===== config.mk =====
export PLATFORM = sky130hd
export DESIGN_NAME = fuzzy_rule_engine
export DESIGN_NICKNAME = d
export VERILOG_FILES = /design/src/rtl/fz_pkg.sv /design/src/rtl/fz_row_unit.sv /design/src/rtl/fz_rule_bank.sv /design/src/rtl/fz_ctrl.sv /design/src/rtl/fuzzy_rule_engine.sv
export SDC_FILE = /design/constraint.sdc
export NUM_CORES = 1
export LEC_CHECK = 0
export BUFFER_PORTS_ARGS = -buffer_cell sky130_fd_sc_hd__buf_2
export CORE_MARGIN = 5
export CORE_UTILIZATION = 41
export CTS_BUF_LIST = sky130_fd_sc_hd__clkbuf_16
export CTS_CLUSTER_DIAMETER = 100
export DETAILED_ROUTE_END_ITERATION = 10
export MAX_ROUTING_LAYER = met4
export SYNTH_ARGS = -nofsm -noshare
export SYNTH_HDL_FRONTEND = slang
export SYNTH_SLANG_ARGS = --single-unit
export TNS_END_PERCENT = 10

===== constraint.sdc =====
create_clock -name clk -period 6.9 [get_ports clk]
set_input_delay 0.69 -clock clk [delete_from_list [all_inputs] [get_ports clk]]
set_output_delay 0.69 -clock clk [all_outputs]
set_load 0.05 [all_outputs]

===== src/rtl/fz_pkg.sv =====
package fz_pkg;
    typedef enum logic {
        OP_BUILD = 1'b0,
        OP_INFER = 1'b1
    } fz_op_e;
endpackage


===== src/rtl/fz_row_unit.sv =====
// One rule row against one X grade: build update and inference partial max.
module fz_row_unit #(
    parameter int N_ELEM  = 8,
    parameter int GRADE_W = 4,
    localparam int WORD_W = N_ELEM * GRADE_W
) (
    input  logic [GRADE_W-1:0] x_grade,
    input  logic [WORD_W-1:0]  z_word,
    input  logic [WORD_W-1:0]  r_row,
    input  logic [WORD_W-1:0]  acc_in,
    output logic [WORD_W-1:0]  row_new,
    output logic [WORD_W-1:0]  acc_new
);
    for (genvar j = 0; j < N_ELEM; j++) begin : g_elem
        logic [GRADE_W-1:0] zj, rj, aj, m_build, m_infer;
        always_comb begin
            zj      = z_word[j*GRADE_W +: GRADE_W];
            rj      = r_row[j*GRADE_W +: GRADE_W];
            aj      = acc_in[j*GRADE_W +: GRADE_W];
            m_build = (x_grade < zj) ? x_grade : zj;
            m_infer = (x_grade < rj) ? x_grade : rj;
            row_new[j*GRADE_W +: GRADE_W] = (rj > m_build) ? rj : m_build;
            acc_new[j*GRADE_W +: GRADE_W] = (aj > m_infer) ? aj : m_infer;
        end
    end
endmodule


===== src/rtl/fz_rule_bank.sv =====
// Eight-row rule store: one engine port, one independent read port.
module fz_rule_bank #(
    parameter int N_ELEM  = 8,
    parameter int GRADE_W = 4,
    localparam int WORD_W = N_ELEM * GRADE_W,
    localparam int ROW_W  = $clog2(N_ELEM)
) (
    input  logic              clk,
    input  logic              rst_n,
    input  logic              clr,
    input  logic              we,
    input  logic [ROW_W-1:0]  waddr,
    input  logic [WORD_W-1:0] wdata,
    input  logic [ROW_W-1:0]  raddr_a,
    output logic [WORD_W-1:0] rdata_a,
    input  logic [ROW_W-1:0]  raddr_b,
    output logic [WORD_W-1:0] rdata_b
);
    logic [N_ELEM-1:0][WORD_W-1:0] mem_d, mem_q;

    always_comb begin
        mem_d = mem_q;
        if (clr) begin
            mem_d = '0;
        end else if (we) begin
            mem_d[waddr] = wdata;
        end
    end

    always_ff @(posedge clk or negedge rst_n) begin
        if (!rst_n) mem_q <= '0;
        else        mem_q <= mem_d;
    end

    assign rdata_a = mem_q[raddr_a];
    assign rdata_b = mem_q[raddr_b];

    a_r8_clear_wipes: assert property (@(posedge clk) disable iff (!rst_n)
        clr |=> (mem_q == '0));

    for (genvar j = 0; j < N_ELEM; j++) begin : g_mono
        a_r3_no_decrease: assert property (@(posedge clk) disable iff (!rst_n)
            (we && !clr) |=> (mem_q[$past(waddr)][j*GRADE_W +: GRADE_W]
                              >= $past(rdata_a[j*GRADE_W +: GRADE_W])));
    end
endmodule


===== src/rtl/fz_ctrl.sv =====
// Run sequencer: operand capture, row counter, accumulator, result register.
module fz_ctrl #(
    parameter int N_ELEM  = 8,
    parameter int GRADE_W = 4,
    localparam int WORD_W = N_ELEM * GRADE_W,
    localparam int ROW_W  = $clog2(N_ELEM)
) (
    input  logic               clk,
    input  logic               rst_n,
    input  logic               clear,
    input  logic               start,
    input  logic               mode,
    input  logic [WORD_W-1:0]  x_word,
    input  logic [WORD_W-1:0]  z_word,
    input  logic [WORD_W-1:0]  acc_new,
    output logic [ROW_W-1:0]   row,
    output logic [GRADE_W-1:0] x_grade,
    output logic [WORD_W-1:0]  z_op,
    output logic [WORD_W-1:0]  acc,
    output logic               we,
    output logic               busy,
    output logic               done,
    output logic [WORD_W-1:0]  z_out
);
    import fz_pkg::*;

    localparam logic [ROW_W-1:0] LAST_ROW = ROW_W'(N_ELEM - 1);

    typedef struct packed {
        logic              busy;
        logic              done;
        fz_op_e            op;
        logic [ROW_W-1:0]  row;
        logic [WORD_W-1:0] x;
        logic [WORD_W-1:0] z;
        logic [WORD_W-1:0] acc;
        logic [WORD_W-1:0] zout;
    } ctrl_t;

    ctrl_t st_d, st_q;

    always_comb begin
        st_d      = st_q;
        st_d.done = 1'b0;
        if (clear) begin
            st_d.busy = 1'b0;
            st_d.row  = '0;
            st_d.acc  = '0;
        end else if (st_q.busy) begin
            st_d.acc = acc_new;
            if (st_q.row == LAST_ROW) begin
                st_d.busy = 1'b0;
                st_d.done = 1'b1;
                st_d.row  = '0;
                if (st_q.op == OP_INFER) st_d.zout = acc_new;
            end else begin
                st_d.row = st_q.row + 1'b1;
            end
        end else if (start) begin
            st_d.busy = 1'b1;
            st_d.row  = '0;
            st_d.op   = fz_op_e'(mode);
            st_d.x    = x_word;
            st_d.z    = z_word;
            st_d.acc  = '0;
        end
    end

    always_ff @(posedge clk or negedge rst_n) begin
        if (!rst_n) st_q <= '0;
        else        st_q <= st_d;
    end

    assign row     = st_q.row;
    assign x_grade = st_q.x[st_q.row*GRADE_W +: GRADE_W];
    assign z_op    = st_q.z;
    assign acc     = st_q.acc;
    assign we      = st_q.busy && (st_q.op == OP_BUILD) && !clear;
    assign busy    = st_q.busy;
    assign done    = st_q.done;
    assign z_out   = st_q.zout;

    a_r5_done_one_cycle: assert property (@(posedge clk) disable iff (!rst_n)
        done |=> !done);
    a_r5_done_after_last: assert property (@(posedge clk) disable iff (!rst_n)
        (busy && row == LAST_ROW && !clear) |=> (done && !busy));
    a_r7_start_ignored: assert property (@(posedge clk) disable iff (!rst_n)
        (busy && start && !clear && row != LAST_ROW) |=> (busy && row == $past(row) + 1'b1));
    a_r8_clear_aborts: assert property (@(posedge clk) disable iff (!rst_n)
        clear |=> (!busy && !done && row == '0));
    a_r6_zout_only_at_done: assert property (@(posedge clk) disable iff (!rst_n)
        (z_out != $past(z_out)) |-> (done && st_q.op == OP_INFER));
endmodule


===== src/rtl/fuzzy_rule_engine.sv =====
// Top: sequencer, row datapath and rule store.
module fuzzy_rule_engine #(
    parameter int N_ELEM  = 8,
    parameter int GRADE_W = 4,
    localparam int WORD_W = N_ELEM * GRADE_W,
    localparam int ROW_W  = $clog2(N_ELEM)
) (
    input  logic              clk,
    input  logic              rst_n,
    input  logic              clear,
    input  logic              start,
    input  logic              mode,
    input  logic [WORD_W-1:0] x_word,
    input  logic [WORD_W-1:0] z_word,
    input  logic [ROW_W-1:0]  rd_addr,
    output logic [WORD_W-1:0] rd_row,
    output logic              busy,
    output logic              done,
    output logic [WORD_W-1:0] z_out
);
    logic [ROW_W-1:0]   row;
    logic [GRADE_W-1:0] x_grade;
    logic [WORD_W-1:0]  z_op, acc, acc_new, row_cur, row_new;
    logic               we;

    fz_ctrl #(.N_ELEM(N_ELEM), .GRADE_W(GRADE_W)) u_ctrl (
        .clk(clk), .rst_n(rst_n), .clear(clear), .start(start), .mode(mode),
        .x_word(x_word), .z_word(z_word), .acc_new(acc_new),
        .row(row), .x_grade(x_grade), .z_op(z_op), .acc(acc), .we(we),
        .busy(busy), .done(done), .z_out(z_out)
    );

    fz_row_unit #(.N_ELEM(N_ELEM), .GRADE_W(GRADE_W)) u_row (
        .x_grade(x_grade), .z_word(z_op), .r_row(row_cur), .acc_in(acc),
        .row_new(row_new), .acc_new(acc_new)
    );

    fz_rule_bank #(.N_ELEM(N_ELEM), .GRADE_W(GRADE_W)) u_bank (
        .clk(clk), .rst_n(rst_n), .clr(clear), .we(we), .waddr(row),
        .wdata(row_new), .raddr_a(row), .rdata_a(row_cur),
        .raddr_b(rd_addr), .rdata_b(rd_row)
    );
endmodule


Word-level counts from Yosys, hierarchy flattened

Cells that the tools add are included.

Shifts and indexed selects: 1
Add/sub/neg operators: 1
Muxes and demuxes: 54
Order comparisons: 35
Bitwise logic cells: 3
Multiply operators: 0
Div/mod/pow operators: 0
Reduce and logical (&&, ||, !) cells: 8
Eq/ne operators: 1

Operators by type and width:

| operator                                                    | number |
|---|---|
| 2-to-1 mux 256 bit                                          | 2 |
| bitwise mux 256 bit                                         | 1 |
| binary-select mux 32 bit (select 3 bit)                     | 2 |
| 2-to-1 mux 32 bit                                           | 5 |
| 2-to-1 mux 4 bit                                            | 32 |
| 2-to-1 mux 100 bit                                          | 1 |
| demux 32 bit (select 3 bit)                                 | 1 |
| > comparator 4 bit                                          | 16 |
| less-than comparator 4 bit                                  | 16 |
| variable part select 32 x 6 -> 4 bit                        | 1 |
| 2-to-1 mux 3 bit                                            | 3 |
| less-than comparator 3 x 4 -> 1 bit (second input constant) | 2 |
| 2-to-1 mux 1 bit                                            | 5 |
| 2-to-1 mux 2 bit                                            | 2 |
| AND reduction 4 bit                                         | 1 |
| adder 3 x 1 -> 3 bit (second input constant)                | 1 |
| == test 3 bit (second input constant)                       | 1 |
| >= comparator 3 x 1 -> 1 bit (second input constant)        | 1 |
| logical AND 1 bit                                           | 3 |
| inverter 1 bit                                              | 3 |
| AND reduction 3 bit                                         | 1 |
| nonzero test 3 bit                                          | 1 |
| nonzero test 2 bit                                          | 1 |
| logical NOT 1 bit                                           | 1 |

Memories: 0
Memory bits (writable): 0
Input port bits: 72
Register bits: 390
Latch bits: 0
Output and inout port bits: 66
Word-level logic and storage cells: 119
Bits in read-only memories: 0

Depth between registers and ports, before layout

Depth in word-level cells: 8
Depth in mapped cells: 21
Gate-level depth less buffers: 16

Modules after synthesis

A second synthesis with hierarchy kept.

Cell total of the unflattened synthesis: 2321
Area total of the unflattened synthesis: 24722.5 µm²

By module, submodules not included:

| module       | area each (µm²) | times used | cells an instance | sequential area each (µm²) |
|---|---|---|---|---|
| fz_rule_bank | 14572.7         | 1          | 1391              | 6406.1 |
| fz_ctrl      | 5997.0          | 1          | 409               | 3353.2 |
| fz_row_unit  | 4152.7          | 1          | 521               | 0.0 |

Least setup slack after synthesis

Ideal clock, no wire load.

Path type: register to register
From: register u_ctrl.st_q (netlist bit u_ctrl.row[0])
To: register u_ctrl.st_q (netlist bit u_ctrl.acc[17])
Library setup time: 136 ps
Stages on the path, launching flop included: 22
Period minus slack after synthesis: 5602 ps
Setup slack: 1298 ps
Data required time: 6764 ps
Arrival time: 5466 ps
Path buffers: 6
Cells stage by stage: dfrtp_1 -> buf_6 -> buf_4 -> buf_6 -> buf_6 -> buf_2 -> buf_2 -> mux4_2 -> nand2_1 -> nand2_1 -> ha_1 -> a21oi_1 -> nand3_4 -> o31a_4 -> mux2i_2 -> ha_1 -> nor2b_1 -> o21a_1 -> o21a_1 -> o21ai_1 -> mux2_2 -> o32ai_1

Longest elaborated chain between the ends: 8
Elaborated cells between the ends (all ways): 9
Those cells by class: order compare: 2; shift: 1; mux: 6

Ends and longest elaborated chain:

| item                                                                               | RTL line          | source |
|---|---|---|
| start, declared                                                                    | fz_ctrl.sv:40     | `ctrl_t st_d, st_q;` |
| start signal, assigned                                                             | fz_ctrl.sv:71     | `else st_q <= st_d;` |
| parallel branches: the longest is 3 deep, another holds less-than comparator 4 bit | n/a               |  |
| 2-to-1 mux 4 bit (*)                                                               | fz_row_unit.sv:21 | `m_infer = (x_grade < rj) ? x_grade : rj;` |
| > comparator 4 bit                                                                 | fz_row_unit.sv:23 | `acc_new[j*GRADE_W +: GRADE_W] = (aj > m_infer) ? aj : m_infer;` |
| 2-to-1 mux 4 bit (*)                                                               | fz_row_unit.sv:23 |  |
| 2-to-1 mux 32 bit (*)                                                              | fz_ctrl.sv:49     | `end else if (st_q.busy) begin` |
| 2-to-1 mux 32 bit (*)                                                              | fz_ctrl.sv:45     | `if (clear) begin` |

Mark *: on every way between the ends. The select of a mux whose other input is x is not followed.
A chain may end at the register's enable or synchronous reset.

Worst setup path in the final report

From: register u_ctrl.st_q (netlist bit u_ctrl.row[1])
To: register u_ctrl.st_q (netlist bit u_ctrl.acc[10])

The elaborated chain is that of the path after synthesis.

==> run summary <==
The flow ran to the end, and the final reports show no timing, DRC or antenna violations. The signed area change from the synthesized netlist to the final layout was 12.0%. The worst relative slew slack came out at 0.158. The number of antenna violations at the first check in global routing came out at 2. The die height was 246 µm; the number of filler cells placed in the layout was 5142. The via count of the first global-routing pass is 18300, and the fraction of the mapped netlist area in simple logic gates is 0.103. The sort of element at the start of the critical path is a flip-flop.

The total power came out at 7410 µW. The share of final-layout standard cells stronger than drive strength 1 was 0.227; the actual transition at the worst max-transition pin was 1260 ps. The count of flip-flops with a built-in enable after synthesis came out at 0. TritonCTS built the clock tree.

In the detailed route, the total length drawn on met2 is 32300 µm. The longest clock path from root to sink contains 3 buffers. The share of the cycle needed by the critical path after routing came out at 0.814. For the number of hold violations in the final report, the log shows 0. The total clock sinks is 390. Global routing finished with a remaining overflow of 0. Yosys printed 0 warnings. The area of the placeable core was 55100 µm². Across the run, the number of max-cap violations was 0. The detail-routed via count per cell was 5.98; the multiplexer area fraction after synthesis was 0.196. After clock tree synthesis, the clock-pin slew on the worst setup and hold paths is 60 ps. The area fraction in compound gates after synthesis was 0.148; the number of cells on the worst reg-to-reg path was 17. The post-synthesis cell count is 2173. The power density over cell area was 290 nW/µm². The net count of the finished layout came out at 2435. After routing, the total negative slack on setup checks comes to 0 ps.

Starting utilization of the core area: 0.414. The share of flip-flops with an asynchronous set or reset was 1.00. The first global-routing pass estimated 109000 µm of wire. The maximum fanout count along the critical path works out to 26.

The run gives 178 MHz as the fmax. The worst clock skew on the final layout is 31.5 ps, and the share of synthesized cell area in full adder, half adder and majority cells is 0.0713. The total iterations of the first detailed-routing run is 7. The count of nets left with antenna violations once routing finished came out at 0. Once detailed placement completed, the half-perimeter wirelength came to 45300 µm. Setup repair after global routing left no endpoint under its margin. STA classifies the critical path endpoint as a flip-flop. After floorplanning, the core was divided into 86 placement rows.

The portion of synthesized cell area occupied by the leading cell type works out to 0.428. The number of setup buffers added after CTS is 0. The tools report the number of nets produced by synthesis as 2375.

Data arrives at the worst endpoint at 6090 ps. The data required time of the worst path came out at 7380 ps. For this design the top-level I/O count stands at 138.

In this run, distinct cell masters in the synthesized netlist total 66. In this run, post-CTS hold repair placed 0 buffers. The top layer used by detailed routing is met4. The final-report setup violation count is 0, and the worst IR drop on VDD is 0.000147 V. The average detailed-routed wire length per instance is 23.3 µm. The logs give 0.0113 µW for the reported leakage power and 0.881 for the final weighted congestion in routability-driven placement.

The final route contains 18100 vias. For the finished layout, the period the worst path requires is 5610 ps. The number of synthesized register bits is 390, and the number of gates resized after cts is 0. TritonCTS created 46 clock buffers. Clock latency on the worst-skew pair, taken at its later pin, is 610 ps. The floorplan step set the die width to 246 µm. For this run, design rule violations remaining after detail routing come to 0.

In this run the cell area of the synthesized design comes to 22800 µm². The die covers 60400 µm². The level count of the clock H-tree is 2. The most used flip-flop cell after synthesis is sky130_fd_sc_hd__dfrtp_1.

After detailed routing, the wire length on met1 is 29900 µm. Port buffering added 137 buffers. A synthesized cell averages 10.5 µm². The tools report the number of DRC violations after detailed-routing iteration 0 as 1717. Detailed routing placed a total of 6260 µm of wire on met3. The cell type with the largest total area after synthesis is sky130_fd_sc_hd__dfrtp_1. The path type of the worst setup path is reg -> reg. The number of pins exceeding their max-slew limit in the final report was 0. In this run the clock root is driven by a sky130_fd_sc_hd__clkbuf_16. The post-detailed-routing wire length is 70400 µm, and the global routing usage summed across all routing layers is 0.237.

After synthesis, the largest family of logic cells by area is multiplexers. The tools report the register area share after synthesis as 0.428. Sorting the synthesized cells by area gives the leading types as sky130_fd_sc_hd__dfrtp_1, sky130_fd_sc_hd__mux4_2, sky130_fd_sc_hd__ha_1. The xor-xnor portion of the synthesized cell area was 0. The min-delay analysis places its worst path in the category in -> async. Entering global routing, the biggest net connects 146 pins.
kinds of logic after synthesis:
family	count (synthesis)
AOI/OAI and AO/OA	557
and+or+nand+nor	542
DFF	390
muxes	287
buffers and inverters	267
adders and majority gates	130
per-layer routing:
| metal | vias up | GRT usage |
|---|---|---|
| li1 | 7992 | - |
| met1 | 9136 | 0.316 |
| met2 | 791 | 0.365 |
| met3 | 137 | 0.0537 |
| met4 | 0 | 0.0712 |
| met5 | - | - |
sequential cells by signal, indices dropped and copies added (netlist names):
signal and flops:
u_bank.mem_q 256, u_ctrl.row 3, u_ctrl.z_op 32, u_ctrl.busy 1, u_ctrl.z_out 32, u_ctrl.done 1
u_ctrl.st_q 33, u_ctrl.acc 32
worst paths after layout:
kind	slack, ps	start	end
max	1290	u_ctrl.row[1]$_DFFE_PN0P_	u_ctrl.acc[10]$_DFFE_PN0P_
min	100	rst_n	u_ctrl.acc[0]$_DFFE_PN0P_
max reg2reg	1290	u_ctrl.row[1]$_DFFE_PN0P_	u_ctrl.acc[10]$_DFFE_PN0P_
min reg2reg	480	u_ctrl.z_out[7]$_DFFE_PN0P_	u_ctrl.z_out[7]$_DFFE_PN0P_
max in group asynchronous	5180	rst_n	u_bank.mem_q[254]$_DFFE_PN0P_
min in group clk	310	z_word[26]	u_ctrl.z_op[26]$_DFFE_PN0P_
synth_stat cells, types with 8 or more instances:
library cell	instances
sky130_fd_sc_hd__a21o_1	9
sky130_fd_sc_hd__a21oi_1	55
sky130_fd_sc_hd__a221oi_1	16
sky130_fd_sc_hd__a22o_1	14
sky130_fd_sc_hd__a31oi_1	24
sky130_fd_sc_hd__and3_1	8
sky130_fd_sc_hd__buf_1	10
sky130_fd_sc_hd__buf_2	16
sky130_fd_sc_hd__buf_4	40
sky130_fd_sc_hd__clkbuf_1	92
sky130_fd_sc_hd__dfrtp_1	390
sky130_fd_sc_hd__ha_1	130
sky130_fd_sc_hd__inv_1	101
sky130_fd_sc_hd__mux2_2	112
sky130_fd_sc_hd__mux2i_1	52
sky130_fd_sc_hd__mux2i_2	9
sky130_fd_sc_hd__mux4_2	111
sky130_fd_sc_hd__nand2_1	376
sky130_fd_sc_hd__nand3_1	42
sky130_fd_sc_hd__nand4_1	10
sky130_fd_sc_hd__nor2_1	43
sky130_fd_sc_hd__nor2b_1	17
sky130_fd_sc_hd__nor4b_1	8
sky130_fd_sc_hd__o211ai_1	14
sky130_fd_sc_hd__o21a_1	22
sky130_fd_sc_hd__o21ai_0	296
sky130_fd_sc_hd__o21ai_1	19
sky130_fd_sc_hd__o22a_1	12
sky130_fd_sc_hd__o2bb2ai_1	8
sky130_fd_sc_hd__o31ai_1	8
sky130_fd_sc_hd__o32ai_1	16
sky130_fd_sc_hd__or3b_2	8
worst max-delay path, stage by stage (launching register included):
cell and delay (ps):
sky130_fd_sc_hd__dfrtp_2 820, sky130_fd_sc_hd__buf_4 330, sky130_fd_sc_hd__nor2b_1 650, sky130_fd_sc_hd__a221oi_1 210, sky130_fd_sc_hd__o22ai_1 480, sky130_fd_sc_hd__inv_1 120
sky130_fd_sc_hd__ha_1 340, sky130_fd_sc_hd__a21o_1 170, sky130_fd_sc_hd__a21oi_1 240, sky130_fd_sc_hd__o21ai_1 180, sky130_fd_sc_hd__mux2i_1 350, sky130_fd_sc_hd__ha_1 320
sky130_fd_sc_hd__nor2b_1 130, sky130_fd_sc_hd__o21a_1 170, sky130_fd_sc_hd__o21a_1 180, sky130_fd_sc_hd__o21ai_0 460, sky130_fd_sc_hd__nand2_1 150, sky130_fd_sc_hd__o32ai_1 190
stage by stage:
stage | hold slack (ps) | std cells | area, µm² | util | worst slack (ps)
floorplan | 394 | 2173 | 22800 | - | 1300
global placement | 466 | 2933 | 24000 | 0.436 | 1590
detailed placement | 476 | 2933 | 24000 | 0.436 | 1540
CTS | 148 | 3016 | 25500 | 0.463 | 1510
global route | 200 | 3017 | 25500 | 0.464 | 1050
finish | 103 | 3017 | 25500 | 0.464 | 1290
layout make-up:
class | instances | area [µm²] | share of cell area
diodes | 1 | 2.50 | 0.0000980
clock buffers | 46 | 1150 | 0.0451
clock inverters | 37 | 355 | 0.0139
inverters | 104 | 390 | 0.0153
multi-input cells | 1516 | 11900 | 0.467
flip-flops and latches | 390 | 9760 | 0.382
well taps | 748 | 936 | 0.0366
repair buffers | 175 | 1010 | 0.0395
power breakdown:
part	switching [µW]	internal, µW
clock	1020	1440
combinational	1560	895
sequential	89.6	2400
total	2670	4740
layout by cell type (no fill, tap or decap), drive strengths merged, types with 9 or more instances in the layout:
| master | instances |
|---|---|
| a21o | 9 |
| a21oi | 55 |
| a221oi | 16 |
| a22o | 14 |
| a31oi | 25 |
| buf | 175 |
| clkbuf | 46 |
| clkinv | 15 |
| dfrtp | 390 |
| ha | 130 |
| inv | 120 |
| mux2 | 114 |
| mux2i | 61 |
| mux4 | 112 |
| nand2 | 378 |
| nand3 | 43 |
| nand4 | 10 |
| nor2 | 43 |
| nor2b | 17 |
| o211ai | 14 |
| o21a | 22 |
| o21ai | 317 |
| o22a | 12 |
| o32ai | 16 |
No activity file was read; power rests on OpenSTA's default activity.
